==> src/rtl/ecc_pkg.sv <==
package ecc_pkg;
    localparam int DATA_W  = 32;
    localparam int LANES   = DATA_W / 8;
    localparam int HAM_W   = 6;
    localparam int CODE_W  = DATA_W + HAM_W + 1;

    typedef enum logic {
        ST_IDLE,
        ST_MERGE
    } rmw_state_e;

    function automatic logic pos_is_check(input int pos);
        return (pos & (pos - 1)) == 0;
    endfunction

    function automatic logic [DATA_W-1:0] lane_mask(input logic [LANES-1:0] be);
        logic [DATA_W-1:0] m;
        for (int i = 0; i < LANES; i++) begin
            m[8*i +: 8] = {8{be[i]}};
        end
        return m;
    endfunction
endpackage

==> src/rtl/ecc_encoder.sv <==
module ecc_encoder
    import ecc_pkg::*;
(
    input  logic [DATA_W-1:0] data_in,
    output logic [CODE_W-1:0] code_out
);
    always_comb begin
        logic [CODE_W-1:0] cw;
        int                d;
        logic              p;
        cw = '0;
        d  = 0;
        for (int pos = 1; pos < CODE_W; pos++) begin
            if (!pos_is_check(pos)) begin
                cw[pos] = data_in[d];
                d++;
            end
        end
        for (int k = 0; k < HAM_W; k++) begin
            p = 1'b0;
            for (int pos = 1; pos < CODE_W; pos++) begin
                if (((pos >> k) & 1) == 1 && pos != (1 << k)) begin
                    p = p ^ cw[pos];
                end
            end
            cw[1 << k] = p;
        end
        cw[0]    = ^cw[CODE_W-1:1];
        code_out = cw;
    end
endmodule

==> src/rtl/ecc_decoder.sv <==
module ecc_decoder
    import ecc_pkg::*;
(
    input  logic [CODE_W-1:0] code_in,
    output logic [DATA_W-1:0] data_out,
    output logic              single_err,
    output logic              double_err
);
    always_comb begin
        logic [HAM_W-1:0]  syn;
        logic              overall;
        logic [CODE_W-1:0] fixed;
        int                d;
        syn = '0;
        for (int pos = 1; pos < CODE_W; pos++) begin
            if (code_in[pos]) begin
                syn = syn ^ HAM_W'(pos);
            end
        end
        overall    = ^code_in;
        fixed      = code_in;
        single_err = 1'b0;
        double_err = 1'b0;
        if (overall) begin
            if (int'(syn) < CODE_W) begin
                single_err = 1'b1;
                for (int pos = 0; pos < CODE_W; pos++) begin
                    if (HAM_W'(pos) == syn) begin
                        fixed[pos] = ~fixed[pos];
                    end
                end
            end else begin
                double_err = 1'b1;
            end
        end else if (syn != '0) begin
            double_err = 1'b1;
        end
        data_out = '0;
        d        = 0;
        for (int pos = 1; pos < CODE_W; pos++) begin
            if (!pos_is_check(pos)) begin
                data_out[d] = fixed[pos];
                d++;
            end
        end
    end
endmodule

==> src/rtl/lane_merge.sv <==
module lane_merge
    import ecc_pkg::*;
(
    input  logic [DATA_W-1:0] old_word,
    input  logic [DATA_W-1:0] new_word,
    input  logic [LANES-1:0]  be,
    output logic [DATA_W-1:0] merged
);
    for (genvar i = 0; i < LANES; i++) begin : g_lane
        assign merged[8*i +: 8] = be[i] ? new_word[8*i +: 8] : old_word[8*i +: 8];
    end
endmodule

==> src/rtl/code_array.sv <==
module code_array
    import ecc_pkg::*;
#(
    parameter int ADDR_W = 4
) (
    input  logic              clk,
    input  logic              rst_n,
    input  logic              we,
    input  logic              re,
    input  logic [ADDR_W-1:0] addr,
    input  logic [CODE_W-1:0] wcode,
    output logic [CODE_W-1:0] rcode
);
    localparam int DEPTH = 1 << ADDR_W;

    logic [CODE_W-1:0] mem [DEPTH];

    always_ff @(posedge clk) begin
        if (we) begin
            mem[addr] <= wcode;
        end
    end

    always_ff @(posedge clk or negedge rst_n) begin
        if (!rst_n) begin
            rcode <= '0;
        end else if (re) begin
            rcode <= mem[addr];
        end
    end

    // one port, so a read and a write never share a cycle
    p_single_port_r4: assert property (@(posedge clk) disable iff (!rst_n) !(we && re));
endmodule

==> src/rtl/rmw_ctrl.sv <==
module rmw_ctrl
    import ecc_pkg::*;
(
    input  logic             clk,
    input  logic             rst_n,
    input  logic             req_valid,
    input  logic             req_write,
    input  logic [LANES-1:0] req_be,
    input  logic             rd_double,
    output logic             req_ready,
    output logic             accept,
    output logic             load_accept,
    output logic             mem_re,
    output logic             mem_we,
    output logic             in_merge
);
    rmw_state_e state, state_nx;
    logic       full_st, part_st;

    assign full_st = req_write && (req_be == '1);
    assign part_st = req_write && (req_be != '0) && (req_be != '1);

    always_ff @(posedge clk or negedge rst_n) begin
        if (!rst_n) begin
            state <= ST_IDLE;
        end else begin
            state <= state_nx;
        end
    end

    always_comb begin
        state_nx = state;
        unique case (state)
            ST_IDLE:  if (req_valid && part_st) state_nx = ST_MERGE;
            ST_MERGE: state_nx = ST_IDLE;
        endcase
    end

    always_comb begin
        req_ready   = 1'b0;
        in_merge    = 1'b0;
        accept      = 1'b0;
        load_accept = 1'b0;
        mem_re      = 1'b0;
        mem_we      = 1'b0;
        unique case (state)
            ST_IDLE: begin
                req_ready   = 1'b1;
                accept      = req_valid;
                load_accept = req_valid && !req_write;
                mem_re      = req_valid && (!req_write || part_st);
                mem_we      = req_valid && full_st;
            end
            ST_MERGE: begin
                in_merge = 1'b1;
                mem_we   = !rd_double;
            end
        endcase
    end

    // an accepted partial store stalls the next cycle
    p_partial_stall_r4: assert property (@(posedge clk) disable iff (!rst_n)
        (accept && part_st) |=> !req_ready);
    // the merge phase lasts one cycle
    p_merge_once_r4: assert property (@(posedge clk) disable iff (!rst_n)
        in_merge |=> !in_merge);
endmodule

==> src/rtl/ecc_word_mem.sv <==
module ecc_word_mem
    import ecc_pkg::*;
#(
    parameter int ADDR_W = 4
) (
    input  logic              clk,
    input  logic              rst_n,
    input  logic              req_valid,
    output logic              req_ready,
    input  logic              req_write,
    input  logic [ADDR_W-1:0] req_addr,
    input  logic [3:0]        req_be,
    input  logic [31:0]       req_wdata,
    input  logic [38:0]       req_flip,
    output logic              rsp_valid,
    output logic [31:0]       rsp_data,
    output logic [31:0]       rsp_lanes,
    output logic              err_single,
    output logic              err_double
);
    logic              accept, load_accept, mem_re, mem_we, in_merge;
    logic              rsp_pend;
    logic [ADDR_W-1:0] h_addr, arr_addr;
    logic [LANES-1:0]  h_be;
    logic [DATA_W-1:0] h_wdata, dec_data, merged, enc_in;
    logic [CODE_W-1:0] h_flip, enc_out, wcode, rcode;
    logic              dec_single, dec_double;

    rmw_ctrl u_ctrl (
        .clk        (clk),
        .rst_n      (rst_n),
        .req_valid  (req_valid),
        .req_write  (req_write),
        .req_be     (req_be),
        .rd_double  (dec_double),
        .req_ready  (req_ready),
        .accept     (accept),
        .load_accept(load_accept),
        .mem_re     (mem_re),
        .mem_we     (mem_we),
        .in_merge   (in_merge)
    );

    always_ff @(posedge clk or negedge rst_n) begin
        if (!rst_n) begin
            h_addr   <= '0;
            h_be     <= '0;
            h_wdata  <= '0;
            h_flip   <= '0;
            rsp_pend <= 1'b0;
        end else begin
            rsp_pend <= load_accept;
            if (accept) begin
                h_addr  <= req_addr;
                h_be    <= req_be;
                h_wdata <= req_wdata;
                h_flip  <= req_flip;
            end
        end
    end

    assign arr_addr = in_merge ? h_addr : req_addr;

    code_array #(.ADDR_W(ADDR_W)) u_array (
        .clk  (clk),
        .rst_n(rst_n),
        .we   (mem_we),
        .re   (mem_re),
        .addr (arr_addr),
        .wcode(wcode),
        .rcode(rcode)
    );

    ecc_decoder u_dec (
        .code_in   (rcode),
        .data_out  (dec_data),
        .single_err(dec_single),
        .double_err(dec_double)
    );

    lane_merge u_merge (
        .old_word(dec_data),
        .new_word(h_wdata),
        .be      (h_be),
        .merged  (merged)
    );

    assign enc_in = in_merge ? merged : req_wdata;

    ecc_encoder u_enc (
        .data_in (enc_in),
        .code_out(enc_out)
    );

    assign wcode      = enc_out ^ (in_merge ? h_flip : req_flip);
    assign rsp_valid  = rsp_pend;
    assign rsp_data   = dec_data;
    assign rsp_lanes  = dec_data & lane_mask(h_be);
    assign err_single = (rsp_pend || in_merge) && dec_single;
    assign err_double = (rsp_pend || in_merge) && dec_double;

    // a load response follows acceptance by one cycle
    p_load_latency_r5: assert property (@(posedge clk) disable iff (!rst_n)
        load_accept |=> rsp_valid);
    // a full-word store writes in its accept cycle
    p_full_direct_r2: assert property (@(posedge clk) disable iff (!rst_n)
        (accept && req_write && req_be == 4'hF) |-> mem_we);
    // an uncorrectable read during the merge cancels the write
    p_abort_double_r8: assert property (@(posedge clk) disable iff (!rst_n)
        (in_merge && err_double) |-> !mem_we);
    // the two error flags exclude each other
    p_flags_excl_r10: assert property (@(posedge clk) disable iff (!rst_n)
        !(err_single && err_double));
endmodule

==> config.mk <==
export PLATFORM = sky130hd
export DESIGN_NAME = ecc_word_mem
export DESIGN_NICKNAME = d
export VERILOG_FILES = /design/src/rtl/ecc_pkg.sv /design/src/rtl/ecc_encoder.sv /design/src/rtl/ecc_decoder.sv /design/src/rtl/lane_merge.sv /design/src/rtl/code_array.sv /design/src/rtl/rmw_ctrl.sv /design/src/rtl/ecc_word_mem.sv
export SDC_FILE = /design/constraint.sdc
export NUM_CORES = 1
export LEC_CHECK = 0
export BUFFER_PORTS_ARGS = -buffer_cell sky130_fd_sc_hd__buf_2
export CAP_MARGIN = 20
export CORE_MARGIN = 4
export CORE_UTILIZATION = 25
export CTS_CLUSTER_DIAMETER = 50
export DETAILED_ROUTE_END_ITERATION = 7
export PLACE_DENSITY = 0.44
export SYNTH_ARGS = -nofsm -noshare
export SYNTH_HDL_FRONTEND = slang
export SYNTH_HIERARCHICAL = 1
export SYNTH_SLANG_ARGS = --single-unit
export TNS_END_PERCENT = 30
==> constraint.sdc <==
create_clock -name clk -period 16.7 [get_ports clk]
set_clock_uncertainty 0.2 [all_clocks]
set_input_delay 2.505 -clock clk [delete_from_list [all_inputs] [get_ports clk]]
set_output_delay 2.505 -clock clk [all_outputs]
set_load 0.1 [all_outputs]
==> flow_summary_export.csv, run 1 <==
group,metric,value,unit
worst_setup_path,reg2reg_slack,10530,ps
global_routing,grt_util_met1,0.1908,
die,die_y,370,microns
timing,worst_slew_pin_slew,1119,ps
cts,numCtsBuffers,90,
synthesis,cell_taking_the_most_area_after_synthesis,"sky130_fd_sc_hd__edfxtp_1",
route,detail-route-antenna-nets,0,
placed_design,dp_slack,10100,ps
cts,cts.repair_timing.setup_buffer_count,0,
finish,mostFrequentLayoutCell,"sky130_fd_sc_hd__edfxtp_1",
route,route.detailed.drc,0,
route,post_drt_wl_per_cell,24.79,microns
global_routing,busiest_layer,"met2",
synthesis,syn-num-nets,2070,
route,drt_iter0_drc,1445,
route,drt_pre_antenna_iters,5,
finish,post-route-cell-area,38550,sq um
route,vias_per_cell,4.538,
die,dieWidth,370,microns
cts,cts_max_path_buffers,3,
finish,antennaDiodeCount,0,
pwr,p_leak,0.01352,uW
synthesis,synthesized_instance_count,1987,
worst_setup_path,cp.arrival,4480,ps
worst_setup_path,cp_data_required_time,13990,ps
worst_setup_path,r2r_end,"u_array/mem[12][0]$_DFFE_PP_",
finish,multiInputGateArea,10310,sq um
global_routing,grt_start_max_net_pins,68,
worst_setup_path,r2r_start,"u_array/rcode[3]$_DFFE_PN0P_",
synthesis,synthArstFlopShare,0.1613,
timing,final_hold_viol_count,0,
cts,ctsHtreeMaxLevel,3,
cts,clock_sink_count,744,
route,routed_wl,98540,microns
timing,finalSetupViolations,0,
min_path,min_to,"h_flip[34]$_DFFE_PN0P_",
synthesis,synth-main-ff-cell,"sky130_fd_sc_hd__edfxtp_1",
cts,cts-hold-fix-buffers,0,
route,vias,18038,
timing,finalWorstPathRequiredPeriod,7183,ps
timing,totalNegativeSetupSlack,0,ps
worst_setup_path,end_kind,"output pin",
timing,fmax,139.2,MHz
synthesis,post_synth_edffs,624,
die,initial_utilization,0.2524,
die,core,129800,sq um
finish,fillCellCount,12932,
synthesis,synthesis.area_per_instance,16.49,sq um
global_routing,grt_pass1_wl,138600,microns
worst_setup_path,r2r_cells,16,
placed_design,dpl-instance-area,35490,sq um
finish,synthToLayoutAreaGrowth,17.67,%
pwr,powerDensity,200.9,nW/um^2
worst_setup_path,path_max_fanout,11,
synthesis,synth_area_leaders,"sky130_fd_sc_hd__edfxtp_1, sky130_fd_sc_hd__dfrtp_1, sky130_fd_sc_hd__mux2i_1",
placed_design,placed_cells_incl_taps,3806,
cts,insertion_delay,660,ps
finish,layout.cells.most_common_list,"sky130_fd_sc_hd__edfxtp_1, sky130_fd_sc_hd__mux2i_1, sky130_fd_sc_hd__xnor2_1, sky130_fd_sc_hd__buf_2, sky130_fd_sc_hd__dfrtp_1",
global_routing,global_route.usage.met3,0.02135,
placed_design,gp_routability_congestion,0.8177,
global_routing,grt_util_all_layers,0.1407,
synthesis,synthDominantCellAreaShare,0.5720,
timing,worst_slew_margin_rel,0.2501,
global_routing,grtUsageMet2,0.2353,
global_routing,first_global_vias,18416,
finish,area.sequential,21740,sq um
timing,timing_max_transition_violations_final,0,
timing,period_share,0.4301,
timing,rsz0062_at_grt,"false",
die,placement_rows,132,
placed_design,post-dp-hpwl,60980,microns
finish,layout-drive-gt1-share,0.2714,
synthesis,mappedNetlistArea,32760,sq um
synthesis,synth_warnings,6,
synthesis,yosysSeqAreaShare,0.6636,
die,design.die.area,136900,sq um
die,top_level_ports,151,
timing,layout_setup_ws,9517,ps
min_path,timing.hold.worst.class,"flip-flop to flip-flop",
finish,design.final.nets,2241,
worst_setup_path,timing_worst_setup_path_type,"flip-flop to output pin",
synthesis,ys_types,49,
finish,finalNonFillerCells,3975,
cts,clock_tree_from_tritoncts,"yes",
pwr,vdd_drop_max,0.2757,mV
run,max_cap_violations,0,
min_path,hold_path_startpoint,"h_flip[34]$_DFFE_PN0P_",
min_path,cells_on_worst_hold_path,1,
worst_setup_path,critPathLaunchType,"flip-flop",
outcome,run_status,"finished, final reports clean",
cts,root_buffer,"sky130_fd_sc_hd__clkbuf_16",
global_routing,grt_antenna_before_repair,2,
cts,clk_transition_reported_paths,60,ps
pwr,fin_total_pwr,7747,uW
synthesis,synth.ff_latch_count,744,
cts,ctsResizeCount,0,
global_routing,overflow,0,
placed_design,port_buffers,150,
## critical path: stages (launching register included)
cell and delay, ps:
sky130_fd_sc_hd__dfrtp_1 580, sky130_fd_sc_hd__xor2_1 330, sky130_fd_sc_hd__xnor2_1 230, sky130_fd_sc_hd__xnor3_1 280, sky130_fd_sc_hd__xnor2_1 600, sky130_fd_sc_hd__and2_1 450
sky130_fd_sc_hd__nand2_1 130, sky130_fd_sc_hd__xnor2_1 600, sky130_fd_sc_hd__and2_1 210, sky130_fd_sc_hd__buf_2 430
## Yosys cell counts (all sizes together), types with 7 or more instances
| library cell | n |
|---|---|
| edfxtp | 624 |
| xor2 | 22 |
| o21ai | 15 |
| a31oi | 39 |
| nor2 | 97 |
| nand3 | 36 |
| clkbuf | 25 |
| mux4 | 39 |
| a2bb2oi | 27 |
| xnor2 | 170 |
| xnor3 | 10 |
| dfrtp | 120 |
| o22ai | 80 |
| and2 | 35 |
| a221oi | 12 |
| nor3 | 7 |
| buf | 113 |
| mux2 | 147 |
| mux2i | 273 |
| nand2 | 56 |
## worst max path at each step
stage               cells after the start                            end                     startpoint
finish                                  9                   rsp_lanes[8]   u_array/rcode[3]$_DFFE_PN0P_
global route                            9                   rsp_lanes[8]   u_array/rcode[3]$_DFFE_PN0P_
CTS                                     9                  rsp_lanes[23]   u_array/rcode[3]$_DFFE_PN0P_
detailed placement                      8  u_array/mem[13][11]$_DFFE_PP_                      req_valid
global placement                        8    u_array/mem[5][8]$_DFFE_PP_                      req_valid
floorplan                               9                  rsp_lanes[25]  u_array/rcode[30]$_DFFE_PN0P_
## metal layers
metal	wire length, microns	share of wire
met5	0	0
met4	1926	0.020
met3	4821	0.049
met2	47440	0.48
met1	44350	0.45
## where the power goes
part | total (uW) | leakage [uW] | internal [uW] | switching, uW
Clock | 1980 | 0.00146 | 1170 | 812
Sequential | 2610 | 0.00699 | 2530 | 73.4
Combinational | 3160 | 0.00506 | 869 | 2290
Total | 7750 | 0.0135 | 4570 | 3180
## registers in the layout, summed over array words and instances (netlist names)
name,cells
h_addr,4
h_be,4
h_flip,39
h_wdata,32
rsp_valid,1
u_array/mem,624
u_array/rcode,39
u_ctrl/state,1
## logic make-up after synthesis
family          Yosys count  share of synthesized area
xor+xnor                203                    0.06164
flops                   744                     0.6636
buf+inv                 140                    0.02922
mux                     459                     0.1688
compound gates          185                    0.04048
simple gates            256                    0.03628
## through the flow
stage | hold slack, ps | utilization
floorplan | 274.9 | -
global placement | 287.2 | 0.2733
detailed placement | 295.8 | 0.2734
CTS | 308.4 | 0.2967
global route | 317.1 | 0.2970
finish | 303.0 | 0.2970
## cell type report
| cell class | count | share of cell area |
|---|---|---|
| Clock inverter | 60 | 0.01642 |
| Sequential cell | 744 | 0.5640 |
| Inverter | 2 | 0.0002272 |
| Timing Repair Buffer | 217 | 0.03307 |
| Tap cell | 1742 | 0.05654 |
| Multi-Input combinational cell | 1103 | 0.2675 |
| Clock buffer | 107 | 0.06218 |
Note: power is estimated with default switching activity, not from simulation.
==> run 2, diff against run 1 <==
Settings changed: ABC_AREA from default to 1, PLACE_DENSITY 0.44 to 0.45.
Clock period 16.7 ns to 5.9 ns, I/O delays scaled along.
==> run 2 against run 1 <==
Die area increased by 12%. Via count up 55%. First-iteration DRC count is 47% higher. Power grew to 2.7 times the previous value. Cell count increased by 60%. Sequential share of layout area shrank 5.8 points. Setup slack worse by 9000 ps. Sequential cell count did not move. Critical path depth is 36 higher. Clock power grew to 3.0 times the previous value. Hold slack got worse by 110 ps. Highest routed layer unchanged.
==> flow_summary_export.csv, run 2 <==
group,metric,value,unit
timing,worst_slew_pin_slew,1070,ps
die,design.die.area,153700,sq um
finish,design.final.nets,4460,
synthesis,cell_taking_the_most_area_after_synthesis,"sky130_fd_sc_hd__edfxtp_1",
timing,finalSetupViolations,0,
synthesis,post_synth_edffs,624,
pwr,combinationalPowerShare,0.390,
synthesis,post_synth_most_frequent_cells,"sky130_fd_sc_hd__nand2_1, sky130_fd_sc_hd__edfxtp_1, sky130_fd_sc_hd__nand3_1",
pwr,seqPwrFrac,0.319,
cts,clock_sink_count,744,
synthesis,synth_area_leaders,"sky130_fd_sc_hd__edfxtp_1, sky130_fd_sc_hd__nand2_1, sky130_fd_sc_hd__dfrtp_1",
synthesis,synthDominantCellAreaShare,0.5082,
timing,final_hold_viol_count,0,
timing,worst_slew_margin_rel,0.2790,
finish,final_util,0.2940,
worst_setup_path,worstSetupEndpoint,"u_array/mem[2][0]$_DFFE_PP_",
finish,mostFrequentLayoutCell,"sky130_fd_sc_hd__nand2_1",
placed_design,port_buffers,150,
placed_design,dp_slack,149.6,ps
finish,largest_reg_flops,624,
finish,area.sequential,21750,sq um
worst_setup_path,max_stage_delay,440,ps
pwr,vdd_drop_max,0.4586,mV
timing,totalNegativeSetupSlack,0,ps
synthesis,synth-main-ff-cell,"sky130_fd_sc_hd__edfxtp_1",
die,die_y,392.0,microns
worst_setup_path,critPathMostFrequentCell,"sky130_fd_sc_hd__nand2_1",
finish,fillCellCount,15524,
finish,layout.cells.most_common_list,"sky130_fd_sc_hd__nand2_1, sky130_fd_sc_hd__edfxtp_1, sky130_fd_sc_hd__nand3_1",
worst_setup_path,cp_data_required_time,6150,ps
outcome,run_status,"finished, final reports clean",
synthesis,synth_most_common_cell,"sky130_fd_sc_hd__nand2_1",
cts,insertion_delay,710,ps
cts,clk_transition_reported_paths,60,ps
die,initial_utilization,0.2524,
finish,top_regs,"u_array/mem: 624 flops, h_flip: 39 flops, u_array/rcode: 39 flops",
route,drt_iter0_drc,2122,
worst_setup_path,critPathLaunchType,"flip-flop",
worst_setup_path,r2r_end,"u_array/mem[2][0]$_DFFE_PP_",
route,post_drt_wl_per_cell,18.53,microns
global_routing,overflow,0,
run,max_cap_violations,0,
worst_setup_path,r2r_start,"u_array/rcode[19]$_DFFE_PN0P_",
cts,ctsHtreeMaxLevel,3,
worst_setup_path,cpMaxStageDelayCell,"sky130_fd_sc_hd__dfrtp_1",
placed_design,gp_routability_congestion,0.8761,
die,placement_rows,140,
finish,multiInputGateArea,12740,sq um
pwr,netSwitchingFraction,0.4383,
synthesis,synth_warnings,6,
worst_setup_path,reg2reg_slack,500,ps
pwr,power.internal,11550,uW
timing,finalHoldWorstSlack,197.6,ps
worst_setup_path,cp.arrival,5640,ps
synthesis,mappedNetlistArea,36870,sq um
finish,synthToLayoutAreaGrowth,16.51,%
route,vias_per_cell,4.400,
pwr,powerDensity,478.5,nW/um^2
finish,layout-drive-gt1-share,0.1156,
route,routed_wl,118100,microns
route,route.detailed.drc,0,
global_routing,grt_pass1_wl,174100,microns
die,core,146100,sq um
pwr,share_clk_of_total_power,0.291,
worst_setup_path,end_kind,"flip-flop",
die,top_level_ports,151,
worst_setup_path,worst_setup_path_startpoint,"u_array/rcode[19]$_DFFE_PN0P_",
min_path,timing.hold.worst.class,"primary input to flip-flop",
synthesis,yosysSeqAreaShare,0.5897,
cts,numCtsBuffers,96,
timing,finalWorstPathRequiredPeriod,5396,ps
synthesis,synth.ff_latch_count,744,
cts,cts_max_path_buffers,3,
synthesis,synthArstFlopShare,0.1613,
timing,layout_setup_ws,504.4,ps
timing,timing_max_transition_violations_final,0,
synthesis,syn-num-nets,4363,
pwr,p_sw,9009,uW
global_routing,grt_util_all_layers,0.1505,
die,dieWidth,392.0,microns
route,vias,28043,
cts,root_buffer,"sky130_fd_sc_hd__clkbuf_16",
global_routing,first_global_vias,26048,
pwr,p_leak,0.01899,uW
cts,clock_tree_from_tritoncts,"yes",
synthesis,synthesized_instance_count,4280,
synthesis,ys_types,35,
global_routing,grt_start_max_net_pins,138,
global_routing,grt_antenna_before_repair,2,
finish,top_register,"u_array/mem",
finish,antennaDiodeCount,0,
route,drt_pre_antenna_iters,5,
synthesis,synthesis.area_per_instance,8.614,sq um
timing,fmax,185.3,MHz
worst_setup_path,timing_worst_setup_path_type,"flip-flop to flip-flop",
route,detail-route-antenna-nets,0,
placed_design,post-dp-hpwl,73290,microns
pwr,fin_total_pwr,20550,uW
worst_setup_path,r2r_cells,45,
timing,period_share,0.9145,
worst_setup_path,path_max_fanout,16,
==> run 2: changes by cell type in the layout (fill, tap and decap cells not counted), moves of 80 or more <==
cell | before | now
sky130_fd_sc_hd__nand2_1 | 56 | 2177
sky130_fd_sc_hd__nand3_1 | 36 | 338
sky130_fd_sc_hd__inv_1 | 1 | 295
sky130_fd_sc_hd__mux2i_1 | 273 | 0
sky130_fd_sc_hd__xnor2_1 | 149 | 22
sky130_fd_sc_hd__o22ai_1 | 80 | 0
==> run 2: timing repair <==
action | in CTS | in global routing
buffers inserted | 0 | 0
gates resized for setup | 0 | 32
endpoints found under the setup margin | 0 | 16
hold endpoints to repair | 13 | 0
hold buffers | 1 | 0
==> run 2: final cells by class <==
class	count	share of cell area
Multi-Input combinational cell	2976	0.2966
Sequential cell	744	0.5062
Clock buffer	111	0.05770
Clock inverter	66	0.01841
Tap cell	1917	0.05584
Inverter	334	0.02971
Timing Repair Buffer	225	0.03545
==> run 2: power by group through the flow <==
stage	Clock, uW	Sequential [uW]	Combinational (uW)
after floorplan	0	6580	5880
after global placement	0	6650	7980
after detailed placement	0	6660	7960
after CTS	6140	6550	7990
after global routing	6370	6590	8670
final	5990	6550	8010
==> run 2: worst min-delay path by stage <==
stage / to / start / cells past startpoint / slack (ps)
2_1_floorplan: u_array/rcode[21]$_DFFE_PN0P_ / u_array/rcode[21]$_DFFE_PN0P_ / 2 / 270
3_3_place_gp: h_wdata[23]$_DFFE_PN0P_ / h_wdata[23]$_DFFE_PN0P_ / 2 / 310
3_5_place_dp: h_wdata[23]$_DFFE_PN0P_ / h_wdata[23]$_DFFE_PN0P_ / 2 / 300
4_1_cts: h_wdata[14]$_DFFE_PN0P_ / req_wdata[14] / 3 / 150
5_1_grt: h_wdata[13]$_DFFE_PN0P_ / req_wdata[13] / 3 / 180
6_report: h_wdata[14]$_DFFE_PN0P_ / req_wdata[14] / 3 / 200
==> run 2: kinds of logic after synthesis <==
kind of cell,synth area share
AOI/OAI and AO/OA,0.01181
xor gates and xnor gates,0.01924
buffers and inverters,0.07324
DFF,0.5897
and+or+nand+nor,0.3060
==> run 2: per-layer routing <==
metal / global-route usage / part of all wire / wire (microns)
met5: 0 / 0 / 0
met4: 0.02913 / 0.017 / 1981
met3: 0.02259 / 0.044 / 5192
met2: 0.2412 / 0.46 / 54270
met1: 0.2164 / 0.48 / 56670
==> run 2: critical path, delay by kind of cell, from the launching register on <==
kind	cells	cell delay [ps]
DFF	1	440
and+or+nand+nor	33	3000
xor gates and xnor gates	1	270
buffers and inverters	11	1210
==> run 2: stage by stage <==
step / instance area, sq um / cells
global route: 42950 / 6373
CTS: 42810 / 6373
global placement: 39530 / 6195
finish: 42950 / 6373
floorplan: 36870 / 4280
detailed placement: 39530 / 6195
==> run 3, diff against run 2 <==
Clock period 5.9 ns to 4.6 ns, I/O delays scaled along.
==> run 3 against run 2 <==
The run now ends with setup timing left. Cell count rose by 5.0%. Critical path type unchanged. Final area is 10% higher. Global-route usage increased by 0.40 points. Combinational power grew 80%.
==> flow_summary_export.csv, run 3 (same netlist as run 2, synthesis figures left out) <==
group,metric,value,unit
outcome,run_status,"finished, violations left",
global_routing,grt_util_all_layers,0.1545,
timing,period_share,1.031,
finish,final_util,0.3239,
cts,clock_sink_count,744,
worst_setup_path,cp_data_required_time,4840,ps
placed_design,post-dp-hpwl,76830,microns
finish,largest_reg_flops,624,
worst_setup_path,timing_worst_setup_path_type,"flip-flop to flip-flop",
die,dieWidth,392.0,microns
route,vias_per_cell,4.370,
worst_setup_path,critPathMostFrequentCell,"sky130_fd_sc_hd__nand2_2",
pwr,vdd_drop_max,0.7614,mV
min_path,timing.hold.worst.class,"primary input to flip-flop",
timing,fmax,210.8,MHz
cts,insertion_delay,690,ps
worst_setup_path,end_kind,"flip-flop",
timing,finalWorstPathRequiredPeriod,4744,ps
cts,numCtsBuffers,103,
global_routing,first_global_vias,27057,
timing,rsz0062_at_grt,"true",
cts,clock_tree_from_tritoncts,"yes",
timing,totalNegativeSetupSlack,-2159,ps
route,vias,29230,
cts,root_buffer,"sky130_fd_sc_hd__clkbuf_16",
run,max_cap_violations,0,
timing,timing_max_transition_violations_final,0,
global_routing,overflow,0,
outcome,failed_checks,"setup timing",
worst_setup_path,max_stage_delay,430,ps
finish,multiInputGateArea,14040,sq um
global_routing,grt_start_max_net_pins,111,
finish,design.final.nets,4767,
timing,finalHoldWorstSlack,43.45,ps
route,post_drt_wl_per_cell,18.30,microns
worst_setup_path,critical_path_s_top_delay_family,"simple AND/OR/NAND/NOR gates",
cts,ctsHtreeMaxLevel,3,
pwr,powerDensity,652.7,nW/um^2
cts,clk_transition_reported_paths,50,ps
worst_setup_path,crit_buf_inv,10,
route,drt_pre_antenna_iters,5,
min_path,cells_on_worst_hold_path,3,
die,design.die.area,153700,sq um
finish,layout-drive-gt1-share,0.2344,
route,drt_iter0_drc,2138,
worst_setup_path,cpMaxStageDelayCell,"sky130_fd_sc_hd__dfrtp_2",
die,initial_utilization,0.2524,
placed_design,gp_routability_congestion,0.8454,
worst_setup_path,r2r_cells,44,
finish,top_regs,"u_array/mem: 624 flops, h_flip: 39 flops, u_array/rcode: 39 flops",
worst_setup_path,cp.arrival,4980,ps
die,core,146100,sq um
worst_setup_path,reg2reg_slack,-140,ps
route,detailroute.wirelength.met3,6313,microns
route,routed.top_layer,"met5",
global_routing,grt_antenna_before_repair,9,
min_path,min_to,"h_wdata[11]$_DFFE_PN0P_",
finish,layout.cells.most_common_list,"sky130_fd_sc_hd__nand2_1, sky130_fd_sc_hd__edfxtp_1, sky130_fd_sc_hd__nand3_1",
placed_design,port_buffers,150,
timing,worst_slew_pin_slew,948.6,ps
finish,top_register,"u_array/mem",
pwr,p_leak,0.02101,uW
timing,final_hold_viol_count,0,
route,route.detailed.drc,0,
finish,mostFrequentLayoutCell,"sky130_fd_sc_hd__nand2_1",
cts,cts_max_path_buffers,3,
die,placement_rows,140,
finish,fillCellCount,15135,
timing,layout_setup_ws,-143.5,ps
worst_setup_path,r2r_end,"u_array/mem[8][0]$_DFFE_PP_",
worst_setup_path,r2r_start,"u_array/rcode[11]$_DFFE_PN0P_",
timing,worst_slew_margin_rel,0.3676,
route,routed_wl,122400,microns
finish,area.sequential,21760,sq um
die,die_y,392.0,microns
worst_setup_path,path_max_fanout,8,
die,top_level_ports,151,
route,met2_routed_wirelength,55730,microns
timing,finalSetupViolations,16,
global_routing,grt_pass1_wl,177900,microns
finish,synthToLayoutAreaGrowth,28.35,%
route,detail-route-antenna-nets,0,
route,wirelength_met1,57000,microns
min_path,hold_path_startpoint,"req_wdata[11]",
worst_setup_path,critPathLaunchType,"flip-flop",
==> run 3: cell count changes in the layout (fill, tap and decap cells not counted), moves of 27 or more <==
cell,change
sky130_fd_sc_hd__buf_12,+32
sky130_fd_sc_hd__nand2_4,+49
sky130_fd_sc_hd__buf_4,+252
sky130_fd_sc_hd__nand2_2,+111
sky130_fd_sc_hd__nand3_1,-27
sky130_fd_sc_hd__nand2_1,-161
sky130_fd_sc_hd__inv_1,-32
==> run 3: per-layer routing <==
layer	global-route usage	vias up
met5	0	-
met4	0.04505	2
met3	0.02491	175
met2	0.2463	716
met1	0.2162	13947
li1	-	14390
==> run 3: worst register-to-register path, delay by kind of cell, from the launching register on <==
family        cells  cell delay (ps)
xor+xnor          1              220
buf+inv          10              880
flops             1              430
simple gates     33             2760
==> run 3: how the worst max path moves through the flow <==
stage / startpoint / to / slack (ps) / cells after the start
after floorplan: u_array/rcode[35]$_DFFE_PN0P_ / u_array/mem[4][0]$_DFFE_PP_ / -470 / 15
after global placement: u_array/rcode[11]$_DFFE_PN0P_ / u_array/mem[11][0]$_DFFE_PP_ / -630 / 45
after detailed placement: u_array/rcode[11]$_DFFE_PN0P_ / u_array/mem[11][0]$_DFFE_PP_ / -650 / 45
after CTS: u_array/rcode[11]$_DFFE_PN0P_ / u_array/mem[0][0]$_DFFE_PP_ / -40 / 44
after global routing: u_array/rcode[31]$_DFFE_PN0P_ / u_array/mem[13][0]$_DFFE_PP_ / -450 / 43
final: u_array/rcode[11]$_DFFE_PN0P_ / u_array/mem[8][0]$_DFFE_PP_ / -140 / 44
==> run 3: per-stage QoR <==
stage / setup slack, ps / total power [uW] / area (sq um) / instances
after detailed placement: -645.4 / 20510 / 41730 / 6414
final: -143.5 / 30890 / 47320 / 6689
after floorplan: -469.6 / 15950 / 37060 / 4280
after global placement: -626.4 / 20500 / 41730 / 6414
after CTS: -42.48 / 29800 / 46230 / 6644
after global routing: -452.2 / 32370 / 47320 / 6687
==> run 3: area by class of cell <==
type / count / share of cell area
flip-flops and latches: 744 / 0.4598
clock inverters: 72 / 0.01721
well taps: 1917 / 0.05069
repair buffers: 525 / 0.09056
inverters: 334 / 0.02763
multi-input cells: 2976 / 0.2967
diodes: 2 / 0.0001058
clock buffers: 119 / 0.05727
==> run 3: repair_timing <==
item                                   in CTS  in global routing
hold buffers                                1                  0
cloned                                      0                  1
setup endpoints to repair                 103                255
pin swaps                                  74                100
resized for setup                         195                217
buffers inserted                           38                 42
endpoints found under the hold margin      46                  0
==> run 3: power breakdown <==
group	internal (uW)	switching, uW
sequential	8150	214
combinational	4650	9730
clock	4990	3160
total	17800	13100
